## config.mk

```make
export PLATFORM = sky130hd
export DESIGN_NAME = cmpt_xchg_engine
export DESIGN_NICKNAME = d
export VERILOG_FILES = /design/src/rtl/cmpt_xchg_pkg.sv /design/src/rtl/cmpt_cfg_check.sv /design/src/rtl/cmpt_addr_seq.sv /design/src/rtl/cmpt_rd_pipe.sv /design/src/rtl/cmpt_port_mux.sv /design/src/rtl/cmpt_xchg_engine.sv
export SDC_FILE = /design/constraint.sdc
export NUM_CORES = 1
export LEC_CHECK = 0
export BUFFER_PORTS_ARGS = -buffer_cell sky130_fd_sc_hd__buf_2
export CORE_AREA = 2 2 122 124
export DETAILED_ROUTE_END_ITERATION = 6
export DIE_AREA = 0 0 124 126
export GPL_ROUTABILITY_DRIVEN = 0
export PLACE_DENSITY = 0.59
export SLEW_MARGIN = 20
export SYNTH_ARGS = -nofsm -noshare
export SYNTH_HDL_FRONTEND = slang
export SYNTH_SLANG_ARGS = --single-unit
```

## constraint.sdc

```tcl
create_clock -name clk_i -period 3.97 [get_ports clk_i]
set_input_delay 0.794 -clock clk_i [delete_from_list [all_inputs] [get_ports clk_i]]
set_output_delay 0.794 -clock clk_i [all_outputs]
set_load 0.03 [all_outputs]
```

## src/rtl/cmpt_xchg_pkg.sv

```systemverilog
// Package: types shared by the compartment exchange engine.
// Assumes nothing beyond IEEE 1800-2017.
package cmpt_xchg_pkg;

    // Sequencer phases: idle, issuing sender reads, waiting for in-flight writes.
    typedef enum logic [1:0] {
        SQ_IDLE  = 2'd0,
        SQ_READ  = 2'd1,
        SQ_DRAIN = 2'd2
    } seq_state_e;

    // Width of an index that selects one of n items (at least one bit).
    function automatic int sel_width(input int n);
        return (n > 1) ? $clog2(n) : 1;
    endfunction

endpackage

```

## src/rtl/cmpt_cfg_check.sv

```systemverilog
// Module: cmpt_cfg_check
// Decides whether a requested layout is usable: the compartment size must be
// non-zero and N_MOD compartments starting at base must fit in MEM_DEPTH.
// Assumes: purely combinational; the result is consumed only while idle.
module cmpt_cfg_check #(
    parameter int N_MOD     = 4,
    parameter int ADDR_W    = 8,
    parameter int SIZE_W    = 8,
    parameter int MEM_DEPTH = 256
) (
    input  logic [ADDR_W-1:0] base_i,
    input  logic [SIZE_W-1:0] size_i,
    output logic              cfg_ok_o
);
    localparam int SUM_W = ADDR_W + SIZE_W + $clog2(N_MOD) + 2;

    logic [SUM_W-1:0] span;
    logic [SUM_W-1:0] region_end;

    // Compute the end of the compartment region and compare it with the depth.
    always_comb begin
        span       = SUM_W'(size_i) * SUM_W'(N_MOD);
        region_end = SUM_W'(base_i) + span;
        cfg_ok_o   = (size_i != '0) && (region_end <= SUM_W'(MEM_DEPTH));
    end

endmodule

```

## src/rtl/cmpt_addr_seq.sv

```systemverilog
// Module: cmpt_addr_seq
// Control sequencer. It accepts or rejects a start, then walks the senders in
// ascending order and issues one read per cycle over the sender's compartment.
// After each sender it waits until the last tagged write leaves the pipeline.
// Assumes: compartments are contiguous, so one running address covers all.
module cmpt_addr_seq
    import cmpt_xchg_pkg::*;
#(
    parameter int N_MOD  = 4,
    parameter int ADDR_W = 8,
    parameter int SIZE_W = 8,
    parameter int SEL_W  = 2
) (
    input  logic              clk_i,
    input  logic              rst_n_i,
    input  logic              start_i,
    input  logic              cfg_ok_i,
    input  logic [ADDR_W-1:0] base_i,
    input  logic [SIZE_W-1:0] size_i,
    input  logic              pipe_eos_i,
    output logic              busy_o,
    output logic              done_o,
    output logic              err_o,
    output logic              rd_valid_o,
    output logic [SEL_W-1:0]  rd_sender_o,
    output logic [ADDR_W-1:0] rd_addr_o,
    output logic              rd_eos_o
);
    seq_state_e        state_q;
    logic [SEL_W-1:0]  sender_q;
    logic [SIZE_W-1:0] word_q;
    logic [SIZE_W-1:0] size_q;
    logic [ADDR_W-1:0] addr_q;
    logic              done_q;
    logic              err_q;
    logic              last_word;
    logic              last_sender;

    // Decode the end of the current compartment and the final sender.
    always_comb begin
        last_word   = (word_q == size_q - SIZE_W'(1));
        last_sender = (sender_q == SEL_W'(N_MOD - 1));
    end

    // Phase register, counters and the one-cycle status pulses.
    always_ff @(posedge clk_i) begin
        if (!rst_n_i) begin
            state_q  <= SQ_IDLE;
            sender_q <= '0;
            word_q   <= '0;
            size_q   <= '0;
            addr_q   <= '0;
            done_q   <= 1'b0;
            err_q    <= 1'b0;
        end else begin
            done_q <= 1'b0;
            err_q  <= 1'b0;
            unique case (state_q)
                SQ_IDLE: begin
                    if (start_i) begin
                        if (cfg_ok_i) begin
                            state_q  <= SQ_READ;
                            sender_q <= '0;
                            word_q   <= '0;
                            size_q   <= size_i;
                            addr_q   <= base_i;
                        end else begin
                            err_q <= 1'b1;
                        end
                    end
                end
                SQ_READ: begin
                    addr_q <= addr_q + ADDR_W'(1);
                    if (last_word) begin
                        word_q  <= '0;
                        state_q <= SQ_DRAIN;
                    end else begin
                        word_q <= word_q + SIZE_W'(1);
                    end
                end
                SQ_DRAIN: begin
                    if (pipe_eos_i) begin
                        if (last_sender) begin
                            state_q <= SQ_IDLE;
                            done_q  <= 1'b1;
                        end else begin
                            sender_q <= sender_q + SEL_W'(1);
                            state_q  <= SQ_READ;
                        end
                    end
                end
                default: state_q <= SQ_IDLE;
            endcase
        end
    end

    // Drive the read request and status outputs.
    always_comb begin
        busy_o      = (state_q != SQ_IDLE);
        rd_valid_o  = (state_q == SQ_READ);
        rd_sender_o = sender_q;
        rd_addr_o   = addr_q;
        rd_eos_o    = (state_q == SQ_READ) && last_word;
        done_o      = done_q;
        err_o       = err_q;
    end

    // A rejected start leaves the engine idle.
    assert_reject_quiet_R2: assert property (@(posedge clk_i) disable iff (!rst_n_i)
        err_o |-> !busy_o);

    // Completion follows the final end-of-sender write from the pipeline.
    assert_done_after_eos_R6: assert property (@(posedge clk_i) disable iff (!rst_n_i)
        done_o |-> $past(pipe_eos_i));

endmodule

```

## src/rtl/cmpt_rd_pipe.sv

```systemverilog
// Module: cmpt_rd_pipe
// Delay line that carries each read's tag (sender, address, end-of-sender)
// for LAT cycles, so the tag lines up with the read data returned by memory.
// Assumes: memory read latency is fixed and equal to LAT (LAT >= 1).
module cmpt_rd_pipe #(
    parameter int LAT    = 1,
    parameter int ADDR_W = 8,
    parameter int SEL_W  = 2
) (
    input  logic              clk_i,
    input  logic              rst_n_i,
    input  logic              rd_valid_i,
    input  logic [SEL_W-1:0]  rd_sender_i,
    input  logic [ADDR_W-1:0] rd_addr_i,
    input  logic              rd_eos_i,
    input  logic              busy_i,
    output logic              wr_valid_o,
    output logic [SEL_W-1:0]  wr_sender_o,
    output logic [ADDR_W-1:0] wr_addr_o,
    output logic              wr_eos_o
);
    typedef struct packed {
        logic              vld;
        logic              eos;
        logic [SEL_W-1:0]  snd;
        logic [ADDR_W-1:0] adr;
    } tag_t;

    tag_t stage_q [LAT];
    tag_t in_tag;

    // Bundle the issued read into a tag.
    always_comb begin
        in_tag.vld = rd_valid_i;
        in_tag.eos = rd_eos_i;
        in_tag.snd = rd_sender_i;
        in_tag.adr = rd_addr_i;
    end

    // Shift tags one stage per cycle.
    always_ff @(posedge clk_i) begin
        if (!rst_n_i) begin
            for (int i = 0; i < LAT; i++) stage_q[i] <= '0;
        end else begin
            stage_q[0] <= in_tag;
            for (int i = 1; i < LAT; i++) stage_q[i] <= stage_q[i-1];
        end
    end

    // Present the oldest tag as the write request.
    always_comb begin
        wr_valid_o  = stage_q[LAT-1].vld;
        wr_eos_o    = stage_q[LAT-1].vld && stage_q[LAT-1].eos;
        wr_sender_o = stage_q[LAT-1].snd;
        wr_addr_o   = stage_q[LAT-1].adr;
    end

    // A write can only leave the pipeline while an exchange runs.
    assert_write_in_busy_R7: assert property (@(posedge clk_i) disable iff (!rst_n_i)
        wr_valid_o |-> busy_i);

endmodule

```

## src/rtl/cmpt_port_mux.sv

```systemverilog
// Module: cmpt_port_mux
// Drives the per-module memory ports. The current sender's port gets the read,
// and every other port gets the write of the word returned by the sender's port.
// Assumes: the sequencer never overlaps a sender's reads with writes into it.
module cmpt_port_mux #(
    parameter int N_MOD  = 4,
    parameter int ADDR_W = 8,
    parameter int DATA_W = 32,
    parameter int SEL_W  = 2
) (
    input  logic                      clk_i,
    input  logic                      rst_n_i,
    input  logic                      busy_i,
    input  logic                      rd_valid_i,
    input  logic [SEL_W-1:0]          rd_sender_i,
    input  logic [ADDR_W-1:0]         rd_addr_i,
    input  logic                      wr_valid_i,
    input  logic [SEL_W-1:0]          wr_sender_i,
    input  logic [ADDR_W-1:0]         wr_addr_i,
    input  logic [N_MOD*DATA_W-1:0]   mem_rdata_i,
    output logic [N_MOD-1:0]          mem_en_o,
    output logic [N_MOD-1:0]          mem_we_o,
    output logic [N_MOD*ADDR_W-1:0]   mem_addr_o,
    output logic [N_MOD*DATA_W-1:0]   mem_wdata_o
);
    logic [DATA_W-1:0] fwd_data;

    // Select the word returned by the sender whose tag is at the pipe output.
    always_comb fwd_data = mem_rdata_i[wr_sender_i*DATA_W +: DATA_W];

    for (genvar m = 0; m < N_MOD; m++) begin : g_port
        logic rd_hit;
        logic wr_hit;

        assign rd_hit = rd_valid_i && (rd_sender_i == SEL_W'(m));
        assign wr_hit = wr_valid_i && (wr_sender_i != SEL_W'(m));

        assign mem_en_o[m]                      = rd_hit | wr_hit;
        assign mem_we_o[m]                      = wr_hit;
        assign mem_addr_o[m*ADDR_W +: ADDR_W]   = wr_hit ? wr_addr_i : rd_addr_i;
        assign mem_wdata_o[m*DATA_W +: DATA_W]  = fwd_data;

        // A single port never carries a read and a write in one cycle.
        assert_no_rw_clash_R9: assert property (@(posedge clk_i) disable iff (!rst_n_i)
            !(rd_hit && wr_hit));
    end

    // Ports are only used while the exchange holds them.
    assert_enable_in_busy_R7: assert property (@(posedge clk_i) disable iff (!rst_n_i)
        (|mem_en_o) |-> busy_i);

endmodule

```

## src/rtl/cmpt_xchg_engine.sv

```systemverilog
// Module: cmpt_xchg_engine (top)
// All-to-all compartment copy engine. Module k's compartment k is copied into
// compartment k of every other module, one sender after another.
// Assumes: one single-port synchronous memory per module with a read latency of
// RD_LAT cycles; N_MOD >= 2; the modules do not touch their memories while busy.
module cmpt_xchg_engine
    import cmpt_xchg_pkg::*;
#(
    parameter int N_MOD     = 4,
    parameter int ADDR_W    = 8,
    parameter int DATA_W    = 32,
    parameter int SIZE_W    = 8,
    parameter int MEM_DEPTH = 2 ** ADDR_W,
    parameter int RD_LAT    = 1
) (
    input  logic                    clk_i,
    input  logic                    rst_n_i,
    input  logic                    start_i,
    input  logic [ADDR_W-1:0]       cfg_base_i,
    input  logic [SIZE_W-1:0]       cfg_size_i,
    output logic                    busy_o,
    output logic                    done_o,
    output logic                    err_o,
    output logic [N_MOD-1:0]        mem_en_o,
    output logic [N_MOD-1:0]        mem_we_o,
    output logic [N_MOD*ADDR_W-1:0] mem_addr_o,
    output logic [N_MOD*DATA_W-1:0] mem_wdata_o,
    input  logic [N_MOD*DATA_W-1:0] mem_rdata_i
);
    localparam int SEL_W = sel_width(N_MOD);

    logic              cfg_ok;
    logic              rd_valid;
    logic [SEL_W-1:0]  rd_sender;
    logic [ADDR_W-1:0] rd_addr;
    logic              rd_eos;
    logic              wr_valid;
    logic [SEL_W-1:0]  wr_sender;
    logic [ADDR_W-1:0] wr_addr;
    logic              wr_eos;
    logic [N_MOD-1:0]  rd_en_vec;

    cmpt_cfg_check #(
        .N_MOD(N_MOD), .ADDR_W(ADDR_W), .SIZE_W(SIZE_W), .MEM_DEPTH(MEM_DEPTH)
    ) u_cfg (
        .base_i(cfg_base_i), .size_i(cfg_size_i), .cfg_ok_o(cfg_ok)
    );

    cmpt_addr_seq #(
        .N_MOD(N_MOD), .ADDR_W(ADDR_W), .SIZE_W(SIZE_W), .SEL_W(SEL_W)
    ) u_seq (
        .clk_i(clk_i), .rst_n_i(rst_n_i), .start_i(start_i), .cfg_ok_i(cfg_ok),
        .base_i(cfg_base_i), .size_i(cfg_size_i), .pipe_eos_i(wr_eos),
        .busy_o(busy_o), .done_o(done_o), .err_o(err_o),
        .rd_valid_o(rd_valid), .rd_sender_o(rd_sender), .rd_addr_o(rd_addr),
        .rd_eos_o(rd_eos)
    );

    cmpt_rd_pipe #(
        .LAT(RD_LAT), .ADDR_W(ADDR_W), .SEL_W(SEL_W)
    ) u_pipe (
        .clk_i(clk_i), .rst_n_i(rst_n_i), .rd_valid_i(rd_valid),
        .rd_sender_i(rd_sender), .rd_addr_i(rd_addr), .rd_eos_i(rd_eos),
        .busy_i(busy_o), .wr_valid_o(wr_valid), .wr_sender_o(wr_sender),
        .wr_addr_o(wr_addr), .wr_eos_o(wr_eos)
    );

    cmpt_port_mux #(
        .N_MOD(N_MOD), .ADDR_W(ADDR_W), .DATA_W(DATA_W), .SEL_W(SEL_W)
    ) u_mux (
        .clk_i(clk_i), .rst_n_i(rst_n_i), .busy_i(busy_o),
        .rd_valid_i(rd_valid), .rd_sender_i(rd_sender), .rd_addr_i(rd_addr),
        .wr_valid_i(wr_valid), .wr_sender_i(wr_sender), .wr_addr_i(wr_addr),
        .mem_rdata_i(mem_rdata_i), .mem_en_o(mem_en_o), .mem_we_o(mem_we_o),
        .mem_addr_o(mem_addr_o), .mem_wdata_o(mem_wdata_o)
    );

    // Read enables seen at the ports, for the single-reader check.
    always_comb rd_en_vec = mem_en_o & ~mem_we_o;

    // Only the current sender's port reads in any cycle.
    assert_single_reader_R9: assert property (@(posedge clk_i) disable iff (!rst_n_i)
        $countones(rd_en_vec) <= 1);

endmodule

```

==> results_tabular.tex <==
\begin{tabular}{lr}
\hline
Metric & Value \\
\hline
\multicolumn{2}{l}{\textbf{GRT}} \\
GR Overflow Total & 0 \\
Antenna violations before repair & 3 \\
Largest net degree at the start of global routing & 27 \\
Wire length of the first global-routing pass & 23100 um \\
Number of global-route vias before repair & 3984 \\
Global-route usage over all layers & 19.3\% \\
\multicolumn{2}{l}{\textbf{Cells and area}} \\
Layout Nets & 881 \\
Fraction of final layout cells with drive strength greater than 1 & 54.0\% \\
Util after Layout & 38.8\% \\
Synth-to-layout area growth & 26.7\% \\
\multicolumn{2}{l}{\textbf{Timing}} \\
Ratio of final minimum period to clock period & 89.8\% \\
Unrepaired setup endpoints after global routing & no \\
Pins Over Slew Limit & 0 \\
Slew headroom & 36.6\% \\
Highest clock frequency the design can meet & 280 MHz \\
Min setup slack post-route & 404 ps \\
Final worst path period need & 3570 ps \\
Final number of hold-violating endpoints & 0 \\
Setup Viol. Count Final & 0 \\
Transition time at the pin with the least slew margin & 945 ps \\
Summed negative setup slack over all endpoints & 0 ps \\
Worst clock skew on the final layout & 7.89 ps \\
\multicolumn{2}{l}{\textbf{Placed design}} \\
Pre-CTS setup slack & 110 ps \\
Number of port buffers & 317 \\
Post-detailed-placement half-perimeter wirelength & 13700 um \\
\multicolumn{2}{l}{\textbf{CTS}} \\
Buffer levels on the longest clock path & 2 \\
Clock latency at the later pin of the worst-skew pair & 290 ps \\
CTS Hold Buffers Added & 0 \\
Total clock buffers created by CTS & 5 \\
TritonCTS sink count & 42 \\
Clock tree from TritonCTS & yes \\
Post-CTS Setup Inserts & 0 \\
Clock-pin transition on the worst setup and hold timing paths & 60 ps \\
PostCTS Resize Cnt & 0 \\
Buffer type at the clock tree root & sky130\_fd\_sc\_hd\_\_clkbuf\_16 \\
H-tree levels & 2 \\
\multicolumn{2}{l}{\textbf{Drt}} \\
Count of antenna-violating nets left after detailed routing & 0 \\
Number of remaining DRC errors & 0 \\
Vias post-DR & 4429 \\
Routed wire length & 16300 um \\
Detail-routed via count per cell & 4.89 \\
Iteration count of the initial detailed-routing pass & 4 \\
Routed wire length per instance & 18.0 um \\
Detailed Route Iter0 Violations & 317 \\
\multicolumn{2}{l}{\textbf{Synth}} \\
Post-synthesis xor/xnor area fraction & 2.40\% \\
Sequential share of the synthesized area & 19.2\% \\
Most frequent cell after synthesis & sky130\_fd\_sc\_hd\_\_buf\_4 \\
Ys flop type & sky130\_fd\_sc\_hd\_\_dfxtp\_1 \\
Proportion of synthesized area in mux cells & 20.8\% \\
Area share of the largest cell type after synthesis & 19.2\% \\
Number of distinct library cells after synthesis & 61 \\
Post-Synthesis Cells & 513 \\
Post-synth top cells & sky130\_fd\_sc\_hd\_\_buf\_4 (103), sky130\_fd\_sc\_hd\_\_nand2\_1 (85), sky130\_fd\_sc\_hd\_\_dfxtp\_1 (42), sky130\_fd\_sc\_hd\_\_mux4\_2 (32), sky130\_fd\_sc\_hd\_\_o21ai\_0 (25) \\
Average footprint of a synthesized cell & 8.55 um\^{}2 \\
Yosys warns & 0 \\
Seq cells post-synth & 42 \\
Async set-reset flop share out of synthesis & 0\% \\
Number of flops mapped to enable cells by yosys & 0 \\
Largest family of logic cells by synthesized area & buffers and inverters \\
Post-synthesis compound-gate area fraction & 14.2\% \\
Post-synthesis simple-gate area fraction & 17.7\% \\
Post-synthesis share of cell area spent on full adders, half adders and majority gates & 4.16\% \\
Top area cells in the synthesized netlist & sky130\_fd\_sc\_hd\_\_dfxtp\_1 (19\%), sky130\_fd\_sc\_hd\_\_buf\_4 (18\%), sky130\_fd\_sc\_hd\_\_mux4\_2 (16\%) \\
Cell taking the most area after synthesis & sky130\_fd\_sc\_hd\_\_dfxtp\_1 \\
Area of the mapped netlist & 4390 um\^{}2 \\
Total nets after synthesis & 674 \\
\multicolumn{2}{l}{\textbf{Critical path}} \\
Path depth of the worst reg2reg path & 8 \\
Worst path required time & 4150 ps \\
Register-to-register setup slack & 1410 ps \\
Largest incremental delay on the critical path & 590 ps \\
Cell type of the slowest stage on the worst timing path & sky130\_fd\_sc\_hd\_\_or4b\_1 \\
Type of destination of the critical path & flip-flop \\
Cell Chain, Critical Path & buf\_2 -> ha\_1 -> fa\_1 -> or4b\_1 -> or4b\_1 -> a21oi\_2 -> o2bb2ai\_2 -> o21ai\_1 -> and2\_1 -> o311a\_1 \\
Reg-to-Reg Start & u\_seq.size\_q[0] \\
Crit path launch type & input pin \\
Maximum fanout encountered on the critical timing path & 5 \\
Crit path DAT & 3750 ps \\
FF-to-FF End & u\_seq.word\_q[4] \\
Most used cell, CP & sky130\_fd\_sc\_hd\_\_or4b\_1 \\
Critical path type & input pin to flip-flop \\
\multicolumn{2}{l}{\textbf{Power}} \\
Sum of internal, switching and leakage power & 1.98 mW \\
Comb power frac & 48.5\% \\
Proportion of power drawn by the clock network & 23.9\% \\
Reported leakage power & 2.79 nW \\
Relative contribution of sequential cells to total power & 27.6\% \\
Pint & 1.09 mW \\
Peak VDD IR & 0.152 mV \\
Pwr Density & 355 nW/um\^{}2 \\
Sw frac & 45.0\% \\
Net load switching power & 0.890 mW \\
\multicolumn{2}{l}{\textbf{Hold path}} \\
End of the worst hold path & u\_seq.size\_q[7] \\
Hold WC Path Type & flip-flop to flip-flop \\
Worst hold stages & 1 \\
Launch instance of the worst min-delay path & u\_seq.size\_q[7] \\
\multicolumn{2}{l}{\textbf{Floorplanning}} \\
Die Outline Area & 15600 um\^{}2 \\
Core area & 14300 um\^{}2 \\
Die W & 124 um \\
Ports placed on the boundary & 318 \\
Die height & 126 um \\
Initial cell density of the core & 30.6\% \\
Number of placement rows & 44 \\
\multicolumn{2}{l}{\textbf{Status}} \\
Result of the run & finished clean \\
\multicolumn{2}{l}{\textbf{Run}} \\
Max-cap violations & 0 \\
\hline
\end{tabular}
[worst max-delay path: cells and delay by family]
kind | cells | cell delay [ps]
and+or+nand+nor | 3 | 1330
adders and majority gates | 2 | 650
buffers and inverters | 1 | 120
AOI/OAI and AO/OA | 4 | 860
[worst max path at each step]
stage / startpoint / end / slack (ps) / cells past startpoint
2_1_floorplan: cfg_base_i[2] / u_seq.rd_addr_o[3] / 360 / 10
3_3_place_gp: cfg_base_i[2] / u_seq.rd_sender_o[0] / 160 / 10
3_5_place_dp: cfg_base_i[2] / u_seq.rd_sender_o[0] / 110 / 10
4_1_cts: cfg_base_i[2] / u_seq.rd_sender_o[0] / 420 / 10
5_1_grt: cfg_size_i[0] / u_seq.rd_sender_o[0] / 270 / 10
6_report: cfg_base_i[2] / u_seq.rd_sender_o[0] / 400 / 10
[kinds of logic (layout without fill, tap and decap cells)]
group,after synthesis,in the layout
xor+xnor,12,12
mux,49,49
flops,42,42
buf+inv,145,353
simple gates,166,166
fa+ha+maj,14,14
other cells,0,1
compound gates,85,85
[routing by layer]
metal	vias to the layer above	share of wire (%)	wire length [um]	global-route usage [%]
met5	-	0	0	0
met4	0	0.78	127	3.24
met3	8	8.9	1460	3.58
met2	164	45	7340	29.6
met1	2101	45	7380	28.6
li1	2156	-	-	-
[registers in the layout (all words and copies together), names as in the netlist]
name               count
u_pipe.stage_q        12
u_seq.rd_addr_o        8
u_seq.size_q           8
u_seq.word_q           8
u_seq.rd_sender_o      2
u_seq.state_q          2
u_seq.done_o           1
u_seq.err_o            1
[layout make-up]
| class | count | area, um^2 |
|---|---|---|
| fillers | 1522 | 8750 |
| multi-input cells | 326 | 2600 |
| repair buffers | 324 | 1640 |
| flip-flops and latches | 42 | 843 |
| well taps | 184 | 230 |
| clock buffers | 6 | 129 |
| inverters | 21 | 78.8 |
| clock inverters | 2 | 37.5 |
| diodes | 1 | 2.50 |
[metrics by stage]
stage	hold WS, ps	cells	cell area, um^2
floorplan	460	513	4390
global placement	486	897	5390
detailed placement	489	897	5390
CTS	502	905	5560
global route	510	905	5560
finish	496	906	5560
[power groups by stage]
stage | Combinational [mW] | Clock [mW] | Sequential [mW]
floorplan | 0.755 | 0 | 0.505
global placement | 0.958 | 0 | 0.552
detailed placement | 0.959 | 0 | 0.552
CTS | 0.963 | 0.481 | 0.543
global route | 1.03 | 0.499 | 0.556
finish | 0.958 | 0.473 | 0.545
[cells in the final DEF (no fill, tap or decap), drive strengths merged, types with 3 or more instances in the layout]
| cell | n |
|---|---|
| nor3 | 8 |
| nor4 | 4 |
| clkbuf | 6 |
| o21ai | 29 |
| a21oi | 8 |
| and2 | 13 |
| o21a | 4 |
| mux2 | 16 |
| a21o | 3 |
| xor2 | 6 |
| nand3b | 3 |
| a32o | 8 |
| clkinv | 3 |
| nand3 | 15 |
| nand4 | 3 |
| dfxtp | 42 |
| a211o | 6 |
| inv | 18 |
| or2 | 3 |
| xnor2 | 6 |
| nand2b | 3 |
| mux4 | 32 |
| ha | 13 |
| o211ai | 5 |
| buf | 324 |
| nand2 | 85 |
| nor2 | 18 |
No activity file was read; power rests on OpenSTA's default activity.
